File: src/rtl/stk_pkg.sv
package stk_pkg;

    typedef enum logic [2:0] {
        CMD_NOP  = 3'd0,
        CMD_PUSH = 3'd1,
        CMD_POP  = 3'd2,
        CMD_CALL = 3'd3,
        CMD_RET  = 3'd4,
        CMD_INT  = 3'd5,
        CMD_IRET = 3'd6,
        CMD_RSP  = 3'd7
    } stk_cmd_e;

    typedef enum logic [2:0] {
        FLD_BYTE = 3'd0,
        FLD_PCL  = 3'd1,
        FLD_PCH  = 3'd2,
        FLD_X    = 3'd3,
        FLD_A    = 3'd4,
        FLD_CC   = 3'd5
    } stk_fld_e;

    localparam int STEP_W = 3;

    // number of RAM accesses a command needs
    function automatic logic [STEP_W-1:0] seq_len(stk_cmd_e c);
        case (c)
            CMD_PUSH, CMD_POP:  seq_len = STEP_W'(1);
            CMD_CALL, CMD_RET:  seq_len = STEP_W'(2);
            CMD_INT,  CMD_IRET: seq_len = STEP_W'(5);
            default:            seq_len = '0;
        endcase
    endfunction

    // true for the commands that write the stack
    function automatic logic is_save(stk_cmd_e c);
        is_save = (c == CMD_PUSH) || (c == CMD_CALL) || (c == CMD_INT);
    endfunction

    // which byte is moved at a given step of a sequence
    function automatic stk_fld_e fld_at(stk_cmd_e c, logic [STEP_W-1:0] s);
        fld_at = FLD_BYTE;
        case (c)
            CMD_CALL: fld_at = (s == '0) ? FLD_PCL : FLD_PCH;
            CMD_RET:  fld_at = (s == '0) ? FLD_PCH : FLD_PCL;
            CMD_INT: begin
                case (s)
                    3'd0:    fld_at = FLD_PCL;
                    3'd1:    fld_at = FLD_PCH;
                    3'd2:    fld_at = FLD_X;
                    3'd3:    fld_at = FLD_A;
                    default: fld_at = FLD_CC;
                endcase
            end
            CMD_IRET: begin
                case (s)
                    3'd0:    fld_at = FLD_CC;
                    3'd1:    fld_at = FLD_A;
                    3'd2:    fld_at = FLD_X;
                    3'd3:    fld_at = FLD_PCH;
                    default: fld_at = FLD_PCL;
                endcase
            end
            default: fld_at = FLD_BYTE;
        endcase
    endfunction

endpackage

File: src/rtl/stk_pointer.sv
module stk_pointer #(
    parameter int              ADDR_W   = 16,
    parameter int              WIN_BITS = 6,
    parameter logic [15:0]     WIN_BASE = 16'h00C0
) (
    input  logic                clk,
    input  logic                rst_n,
    input  logic                rst_ptr,
    input  logic                load_en,
    input  logic [WIN_BITS-1:0] load_val,
    input  logic                inc,
    input  logic                dec,
    output logic [ADDR_W-1:0]   ptr,
    output logic [ADDR_W-1:0]   ptr_above
);
    localparam int                   HI_W = ADDR_W - WIN_BITS;
    localparam logic [HI_W-1:0]      HI   = WIN_BASE[ADDR_W-1:WIN_BITS];
    localparam logic [WIN_BITS-1:0]  TOP  = '1;
    localparam logic [WIN_BITS-1:0]  ONE  = WIN_BITS'(1);

    typedef struct packed {
        logic [WIN_BITS-1:0] low;
    } ptr_t;

    ptr_t ptr_q, ptr_d;

    always_comb begin
        ptr_d = ptr_q;
        if (rst_ptr) begin
            ptr_d.low = TOP;
        end else if (load_en) begin
            ptr_d.low = load_val;
        end else if (dec && !inc) begin
            ptr_d.low = ptr_q.low - ONE;   // wraps inside the window
        end else if (inc && !dec) begin
            ptr_d.low = ptr_q.low + ONE;
        end
    end

    always_ff @(posedge clk or negedge rst_n) begin
        if (!rst_n) ptr_q <= '{low: TOP};
        else        ptr_q <= ptr_d;
    end

    assign ptr       = {HI, ptr_q.low};
    assign ptr_above = {HI, ptr_q.low + ONE};

endmodule

File: src/rtl/stk_seq.sv
module stk_seq
    import stk_pkg::*;
#(
    parameter int DATA_W = 8
) (
    input  logic                  clk,
    input  logic                  rst_n,
    input  logic                  cmd_valid,
    input  stk_cmd_e              cmd_in,
    input  logic [DATA_W-1:0]     push_data,
    input  logic [2*DATA_W-1:0]   pc_in,
    input  logic [DATA_W-1:0]     x_in,
    input  logic [DATA_W-1:0]     a_in,
    input  logic [DATA_W-1:0]     cc_in,
    input  logic                  sp_wr_en,
    output logic                  busy,
    output logic                  acc_we,
    output logic                  acc_re,
    output stk_fld_e              acc_fld,
    output logic [DATA_W-1:0]     wdata,
    output logic                  ptr_rst,
    output logic                  ptr_load,
    output logic                  rd_last,
    output stk_cmd_e              cur_op
);
    localparam int PC_W = 2 * DATA_W;

    typedef struct packed {
        logic                busy;
        stk_cmd_e            op;
        logic [STEP_W-1:0]   step;
        logic [STEP_W-1:0]   last;
        logic [DATA_W-1:0]   b;
        logic [DATA_W-1:0]   pcl;
        logic [DATA_W-1:0]   pch;
        logic [DATA_W-1:0]   x;
        logic [DATA_W-1:0]   a;
        logic [DATA_W-1:0]   cc;
    } seq_t;

    seq_t seq_q, seq_d;

    always_comb begin
        seq_d    = seq_q;
        acc_we   = 1'b0;
        acc_re   = 1'b0;
        acc_fld  = FLD_BYTE;
        wdata    = '0;
        ptr_rst  = 1'b0;
        ptr_load = 1'b0;
        rd_last  = 1'b0;

        if (!seq_q.busy) begin
            ptr_load = sp_wr_en;
            if (cmd_valid) begin
                case (cmd_in)
                    CMD_RSP: ptr_rst = 1'b1;
                    CMD_NOP: ;
                    default: begin
                        seq_d.busy = 1'b1;
                        seq_d.op   = cmd_in;
                        seq_d.step = '0;
                        seq_d.last = seq_len(cmd_in) - STEP_W'(1);
                        seq_d.b    = push_data;
                        seq_d.pcl  = pc_in[DATA_W-1:0];
                        seq_d.pch  = pc_in[PC_W-1:DATA_W];
                        seq_d.x    = x_in;
                        seq_d.a    = a_in;
                        seq_d.cc   = cc_in;
                    end
                endcase
            end
        end else begin
            acc_fld = fld_at(seq_q.op, seq_q.step);
            acc_we  = is_save(seq_q.op);
            acc_re  = !acc_we;
            case (acc_fld)
                FLD_PCL: wdata = seq_q.pcl;
                FLD_PCH: wdata = seq_q.pch;
                FLD_X:   wdata = seq_q.x;
                FLD_A:   wdata = seq_q.a;
                FLD_CC:  wdata = seq_q.cc;
                default: wdata = seq_q.b;
            endcase
            if (!acc_we) wdata = '0;
            rd_last    = acc_re && (seq_q.step == seq_q.last);
            seq_d.step = seq_q.step + STEP_W'(1);
            if (seq_q.step == seq_q.last) seq_d.busy = 1'b0;
        end
    end

    always_ff @(posedge clk or negedge rst_n) begin
        if (!rst_n) seq_q <= '0;
        else        seq_q <= seq_d;
    end

    assign busy   = seq_q.busy;
    assign cur_op = seq_q.op;

endmodule

File: src/rtl/stk_restore.sv
module stk_restore
    import stk_pkg::*;
#(
    parameter int DATA_W = 8
) (
    input  logic                  clk,
    input  logic                  rst_n,
    input  logic                  rd_en,
    input  stk_fld_e              rd_fld,
    input  logic [DATA_W-1:0]     rdata,
    input  logic                  rd_last,
    input  stk_cmd_e              op,
    output logic                  pop_valid,
    output logic [DATA_W-1:0]     pop_data,
    output logic                  ret_valid,
    output logic                  iret_valid,
    output logic [2*DATA_W-1:0]   pc_out,
    output logic [DATA_W-1:0]     x_out,
    output logic [DATA_W-1:0]     a_out,
    output logic [DATA_W-1:0]     cc_out
);
    typedef struct packed {
        logic [DATA_W-1:0] byte_v;
        logic [DATA_W-1:0] pcl;
        logic [DATA_W-1:0] pch;
        logic [DATA_W-1:0] x;
        logic [DATA_W-1:0] a;
        logic [DATA_W-1:0] cc;
        logic              pop_v;
        logic              ret_v;
        logic              iret_v;
    } rst_t;

    rst_t res_q, res_d;

    always_comb begin
        res_d        = res_q;
        res_d.pop_v  = 1'b0;
        res_d.ret_v  = 1'b0;
        res_d.iret_v = 1'b0;
        if (rd_en) begin
            case (rd_fld)
                FLD_PCL: res_d.pcl    = rdata;
                FLD_PCH: res_d.pch    = rdata;
                FLD_X:   res_d.x      = rdata;
                FLD_A:   res_d.a      = rdata;
                FLD_CC:  res_d.cc     = rdata;
                default: res_d.byte_v = rdata;
            endcase
        end
        if (rd_last) begin
            res_d.pop_v  = (op == CMD_POP);
            res_d.ret_v  = (op == CMD_RET);
            res_d.iret_v = (op == CMD_IRET);
        end
    end

    always_ff @(posedge clk or negedge rst_n) begin
        if (!rst_n) res_q <= '0;
        else        res_q <= res_d;
    end

    assign pop_valid  = res_q.pop_v;
    assign pop_data   = res_q.byte_v;
    assign ret_valid  = res_q.ret_v;
    assign iret_valid = res_q.iret_v;
    assign pc_out     = {res_q.pch, res_q.pcl};
    assign x_out      = res_q.x;
    assign a_out      = res_q.a;
    assign cc_out     = res_q.cc;

endmodule

File: src/rtl/stack_ctx_seq.sv
module stack_ctx_seq
    import stk_pkg::*;
#(
    parameter int          ADDR_W   = 16,
    parameter int          DATA_W   = 8,
    parameter int          WIN_BITS = 6,
    parameter logic [15:0] WIN_BASE = 16'h00C0
) (
    input  logic                  clk,
    input  logic                  rst_n,
    input  logic                  cmd_valid,
    input  logic [2:0]            cmd,
    input  logic [DATA_W-1:0]     push_data,
    input  logic [2*DATA_W-1:0]   pc_in,
    input  logic [DATA_W-1:0]     x_in,
    input  logic [DATA_W-1:0]     a_in,
    input  logic [DATA_W-1:0]     cc_in,
    input  logic                  sp_wr_en,
    input  logic [WIN_BITS-1:0]   sp_load,
    output logic                  busy,
    output logic [ADDR_W-1:0]     sp,
    output logic                  mem_we,
    output logic                  mem_re,
    output logic [ADDR_W-1:0]     mem_addr,
    output logic [DATA_W-1:0]     mem_wdata,
    input  logic [DATA_W-1:0]     mem_rdata,
    output logic                  pop_valid,
    output logic [DATA_W-1:0]     pop_data,
    output logic                  ret_valid,
    output logic                  iret_valid,
    output logic [2*DATA_W-1:0]   pc_out,
    output logic [DATA_W-1:0]     x_out,
    output logic [DATA_W-1:0]     a_out,
    output logic [DATA_W-1:0]     cc_out
);
    logic        acc_we, acc_re, ptr_rst, ptr_load, rd_last;
    stk_fld_e    acc_fld;
    stk_cmd_e    cur_op;
    logic [ADDR_W-1:0] ptr_cur, ptr_up;

    stk_seq #(.DATA_W(DATA_W)) u_seq (
        .clk       (clk),
        .rst_n     (rst_n),
        .cmd_valid (cmd_valid),
        .cmd_in    (stk_cmd_e'(cmd)),
        .push_data (push_data),
        .pc_in     (pc_in),
        .x_in      (x_in),
        .a_in      (a_in),
        .cc_in     (cc_in),
        .sp_wr_en  (sp_wr_en),
        .busy      (busy),
        .acc_we    (acc_we),
        .acc_re    (acc_re),
        .acc_fld   (acc_fld),
        .wdata     (mem_wdata),
        .ptr_rst   (ptr_rst),
        .ptr_load  (ptr_load),
        .rd_last   (rd_last),
        .cur_op    (cur_op)
    );

    stk_pointer #(
        .ADDR_W   (ADDR_W),
        .WIN_BITS (WIN_BITS),
        .WIN_BASE (WIN_BASE)
    ) u_ptr (
        .clk       (clk),
        .rst_n     (rst_n),
        .rst_ptr   (ptr_rst),
        .load_en   (ptr_load),
        .load_val  (sp_load),
        .inc       (acc_re),
        .dec       (acc_we),
        .ptr       (ptr_cur),
        .ptr_above (ptr_up)
    );

    stk_restore #(.DATA_W(DATA_W)) u_res (
        .clk        (clk),
        .rst_n      (rst_n),
        .rd_en      (acc_re),
        .rd_fld     (acc_fld),
        .rdata      (mem_rdata),
        .rd_last    (rd_last),
        .op         (cur_op),
        .pop_valid  (pop_valid),
        .pop_data   (pop_data),
        .ret_valid  (ret_valid),
        .iret_valid (iret_valid),
        .pc_out     (pc_out),
        .x_out      (x_out),
        .a_out      (a_out),
        .cc_out     (cc_out)
    );

    assign sp       = ptr_cur;
    assign mem_we   = acc_we;
    assign mem_re   = acc_re;
    assign mem_addr = acc_re ? ptr_up : ptr_cur;

endmodule

File: config.mk
export PLATFORM = sky130hd
export DESIGN_NAME = stack_ctx_seq
export DESIGN_NICKNAME = d
export VERILOG_FILES = /design/src/rtl/stk_pkg.sv /design/src/rtl/stk_pointer.sv /design/src/rtl/stk_seq.sv /design/src/rtl/stk_restore.sv /design/src/rtl/stack_ctx_seq.sv
export SDC_FILE = /design/constraint.sdc
export NUM_CORES = 1
export LEC_CHECK = 0
export ABC_AREA = 1
export BUFFER_PORTS_ARGS = -buffer_cell sky130_fd_sc_hd__buf_2
export CAP_MARGIN = 20
export CORE_MARGIN = 2
export CORE_UTILIZATION = 49
export CTS_CLUSTER_DIAMETER = 200
export DETAILED_ROUTE_END_ITERATION = 6
export GPL_TIMING_DRIVEN = 1
export HOLD_SLACK_MARGIN = 0.15
export PLACE_DENSITY = 0.88
export SYNTH_ARGS = -nofsm -noshare
export SYNTH_HDL_FRONTEND = slang
export SYNTH_SLANG_ARGS = --single-unit
File: constraint.sdc
create_clock -name clk -period 5.7 [get_ports clk]
set_input_delay 0.57 -clock clk [delete_from_list [all_inputs] [get_ports clk]]
set_output_delay 0.57 -clock clk [all_outputs]
set_load 0.005 [all_outputs]
# Word level (Yosys, flattened, before mapping)
# Index checks and enable logic that the tools add are counted.
# Widths: inputs -> output; s select.
# word_totals
register_bits	115
elab_cells	112
# op_classes
bitwise_logic	3
n_reduce_logical	25
addsub	4
mux	32
eq_ne	28
# op_table
operator	count
$mux 58	2
$pmux 8 s5	1
$pmux 3 s4	3
$eq 3x3->1 const B	11
$eq 3x2->1 const B	10
$mux 6	5
$mux 3	7
$mux 8	2
$eq 3x1->1 const B	5
$reduce_and 2->1	7
$mux 1	9
$pmux 3 s3	1
$reduce_or 2->1	4
$add 6x1->6 const B	1
$logic_not 3->1	2
$sub 6x1->6 const B	1
$reduce_or 5->1	1
$mux 2	2
$reduce_bool 4->1	1
$add 3x1->3 const B	1
$eq 3x3->1	1
$logic_and 1x1->1	3
$logic_not 1->1	3
$not 1->1	3
5 further kinds	6

# Depth between registers and ports, before layout
# depth
ltp_word	10
ltp_mapped	14

# Cells and area by module
# Synthesis repeated with hierarchy kept, for this count alone.
# hier_totals
cells_unflattened	771
area_unflattened_um2	6025.8
# modules_own_cells
mod	instances	area_per_inst_um2	cells_each	seq_area_each_um2
stk_seq	1	3101.7	416	1451.4
stk_restore	1	1929.4	198	1276.2
stk_pointer	1	750.7	105	157.7
stack_ctx_seq	1	244.0	52	0.0

# Least setup slack after synthesis
# OpenSTA, ideal clock, no wires.
# synth_path
path_type	register -> output
from	register u_seq.seq_q[51] (netlist name)
to	output mem_wdata[0]
path_stages_with_launch	14
setup_slack_ns	3.263
arrival_ns	1.867
t_required_ns	5.130
path_buffers	1
path_cell_list	dfrtp_1 inv_1 ha_1 inv_1 nor2_1 nand2_1 nand2_1 nand3_2 nor2_4 nand2_2 nand2_4 buf_4 nor2_1 a21oi_1
# synth_between
elab_chain_len	8
# synth_lines
element	line_no	text
from (decl)	stk_seq.sv:41	seq_t seq_q, seq_d;
from (signal assigned)	stk_seq.sv:94	else seq_q <= seq_d;
$eq 3x2->1, or another cell as far along	stk_pkg.sv:47, stk_pkg.sv:56	
$pmux 3 s4, or another cell as far along	stk_pkg.sv:56	case (s)
$pmux 3 s4 *	stk_pkg.sv:43	case (c)
$mux 3 *	stk_seq.sv:53	if (!seq_q.busy) begin
$eq 3x3->1, or another cell as far along	stk_seq.sv:77	case (acc_fld)
$pmux 8 s5 *	stk_seq.sv:77	
$mux 8 *	stk_seq.sv:85	if (!acc_we) wdata = '0;
$mux 8 *	stk_seq.sv:53	
to (decl)	stack_ctx_seq.sv:25	output logic [DATA_W-1:0] mem_wdata,
# Every way passes the cells marked *; elsewhere a longest branch is shown, timed or not. The select of a mux whose other input is x is not followed.

# Worst setup path after layout
# layout_path
from	register u_seq.seq_q[51] (netlist name)
to	output mem_wdata[2]
# Same word-level chain as after synthesis.

==> metrics <==
chip height about 110 µm; Yosys cell types 35; initial cell density of the core 0.504; first-pass GRT wire length about 24 mm; synthesized area per cell a little over 8 µm²; CTS tree done; cts repair resizes 0; Crit-path slowest cell dfrtp_1; period utilization 0.617; fill count between 900 and 1000; Layout area overhead 21.9%; fin util 0.615; async set-reset flop share out of synthesis 1.00; Tmin final between 3000 and 4000 ps; antenna violations before repair 0; Final Non-Filler Cells roughly 1000; final hold vios 0; LEAKAGE approximately 3.8 nW; CP Cell Sequence inv_1, ha_1, nand2_1, nand3_1, nand2_1, nand2_1, nand2_2, inv_2, nand2_2, nand2_4, nand2_1, nand2_1, a21oi_1, buf_2; routed wire length ~15 mm; Rel. slew slack 0.415; Hold WC Path Type in -> async; CTS buffer count 17; fmax ~280 MHz; Via density 5.09; Hold-fix buffers, CTS 0; Via Count 5116; DP Cell Count a little under 1000; Overall Global Routing Usage 0.238; Worst-Skew Late Latency 410 ps; post-DR wirelength/cell ~15 µm; Post-synth EDFFs 0; Overflow after GRT 0; sequential fraction of the synthesis area 0.499; Die X about 110 µm; DR iter-0 viols 344; Placer Congestion slightly below 0.9; VDD IR-drop max 336 µV; RSZ-0062 raised after global routing false; Clock Skew 7.57 ps; final max-slew violation count 0; yosys warns 0; Critical Path Start Type flip-flop; Synth Flop Type dfrtp_1; DP Wirelength roughly 10 mm; power per cell area 637 nW/µm²; slowest stage delay, CP ~420 ps; Layout Nets 927; Worst-Margin Slew between 800 and 900 ps; pre-CTS WS approximately 2700 ps; CTS Sinks between 100 and 150; Mapped Area about 5800 µm²; CP top delay family simple AND/OR/NAND/NOR gates; final worst slack 2180 ps; Worst EP required around 5000 ps; setup TNS 0 ps; CP dominant cell by count nand2_1; final setup vio count 0; total core area between 10000 and 15000 µm²; io pins approximately 160; Synth Register Bits 115; worst endpoint data arrival time 2950 ps; MaxCap Viol Count 0; CTS root buf clkbuf_16; Detailed Routing Iterations Pass 1 5; CP max FO 21; share of post-route cells with drive strength above 1 0.241; Antenna Nets Post-Route 0; status finished, final reports clean; CTS H-tree depth 4; die area around 13000 µm²; maximum clock insertion buffer count 2; Crit. End Element primary output; largest net degree at the start of global routing 73; vias in the first global route 4851; Syn Inst Count about 720; PortBufs 142; critical path class reg -> out; crit path buf inv count 3; # diodes 0; drc violations 0; # rows 39; Clock Pin Slew Worst Setup and Hold Paths around 60 ps; postcts setup bufs 0; total power about 4.5 mW
==> path summary, 6_finish.rpt <==
path	start	to	slack (ps)	depth (start not counted)
worst max-delay path	u_seq.seq_q[51]	mem_wdata[2]	2180	14
worst min-delay path	rst_n	u_seq.seq_q[3]	220	1
worst max register to register	u_seq.busy	u_res.pc_out[15]	2820	6
worst min register to register	u_seq.seq_q[6]	u_seq.seq_q[6]	480	2
max in group asynchronous	rst_n	u_res.x_out[2]	4310	2
min in group clk	x_in[1]	u_seq.seq_q[17]	350	3
==> where the power goes <==
| part | internal [mW] | switching [mW] |
|---|---|---|
| registers | 1.23 | 0.273 |
| logic | 0.694 | 1.20 |
| clock network | 0.690 | 0.394 |
==> synth_stat cells, types with 8 or more instances <==
| master | number | area [µm²] |
|---|---|---|
| nand2_1 | 260 | 976 |
| dfrtp_1 | 109 | 2730 |
| o21ai_0 | 50 | 250 |
| inv_1 | 49 | 184 |
| nor2_1 | 42 | 158 |
| nand3_1 | 39 | 195 |
| buf_4 | 24 | 180 |
| o21ai_1 | 21 | 105 |
| a21oi_1 | 16 | 80.1 |
| clkbuf_1 | 14 | 52.6 |
| nand4_1 | 9 | 56.3 |
| o21a_1 | 9 | 67.6 |
| ha_1 | 8 | 100 |
| xor2_1 | 8 | 70.1 |
==> cell usage in the layout, fill, tap and decap left out, drive strengths merged <==
cell,count
clkinv,4
a32oi,1
nor4,1
nand4,9
o22ai,1
ha,8
o21ai,71
or2,1
clkinvlp,3
dfstp,6
buf,144
nand2,267
nor3,4
o211ai,1
xor2,8
nand3b,1
bufinv,3
a21oi,16
xnor2,4
o21a,9
nor2,48
inv,60
clkbuf,17
conb,20
dfrtp,109
a22oi,4
nand3,42
==> layout make-up <==
class,instances,area [µm²],area share
Multi-Input combinational cell,516,2440,0.346
Timing Repair Buffer,144,728,0.103
Clock inverter,14,179,0.0254
Sequential cell,115,2890,0.409
Clock buffer,17,425,0.0603
Tap cell,143,179,0.0254
Inverter,56,210,0.0298
==> stage by stage <==
step	hold slack (ps)	area, µm²
finish	217	7050
global route	281	7050
CTS	234	7050
detailed placement	459	6440
global placement	454	6440
floorplan	274	5850
==> metal layers <==
metal  share of wire  GRT usage
met4           0.021     0.0829
met2            0.48      0.382
met3           0.075     0.0664
met1            0.43      0.311
met5               0          0
==> kinds of logic (layout without fill, tap and decap cells) <==
kind of cell | Yosys count | in the layout | synth area share
and+or+nand+nor | 373 | 373 | 0.277
DFF | 115 | 115 | 0.499
buffers and inverters | 105 | 231 | 0.0915
AOI/OAI and AO/OA | 103 | 103 | 0.0961
xor gates and xnor gates | 12 | 12 | 0.0182
adders and majority gates | 8 | 8 | 0.0173
other | 2 | 20 | 0.00130
==> state kept, by name, indices dropped and copies added (netlist names) <==
register,cells
u_res.cc_out,8
u_res.pc_out,16
u_res.pop_data,8
u_ptr.ptr_q,6
u_res.pop_valid,1
u_seq.busy,1
u_seq.cur_op,3
u_res.a_out,8
u_res.ret_valid,1
u_res.x_out,8
u_res.iret_valid,1
u_seq.seq_q,54
(Power assumes the default switching activity.)
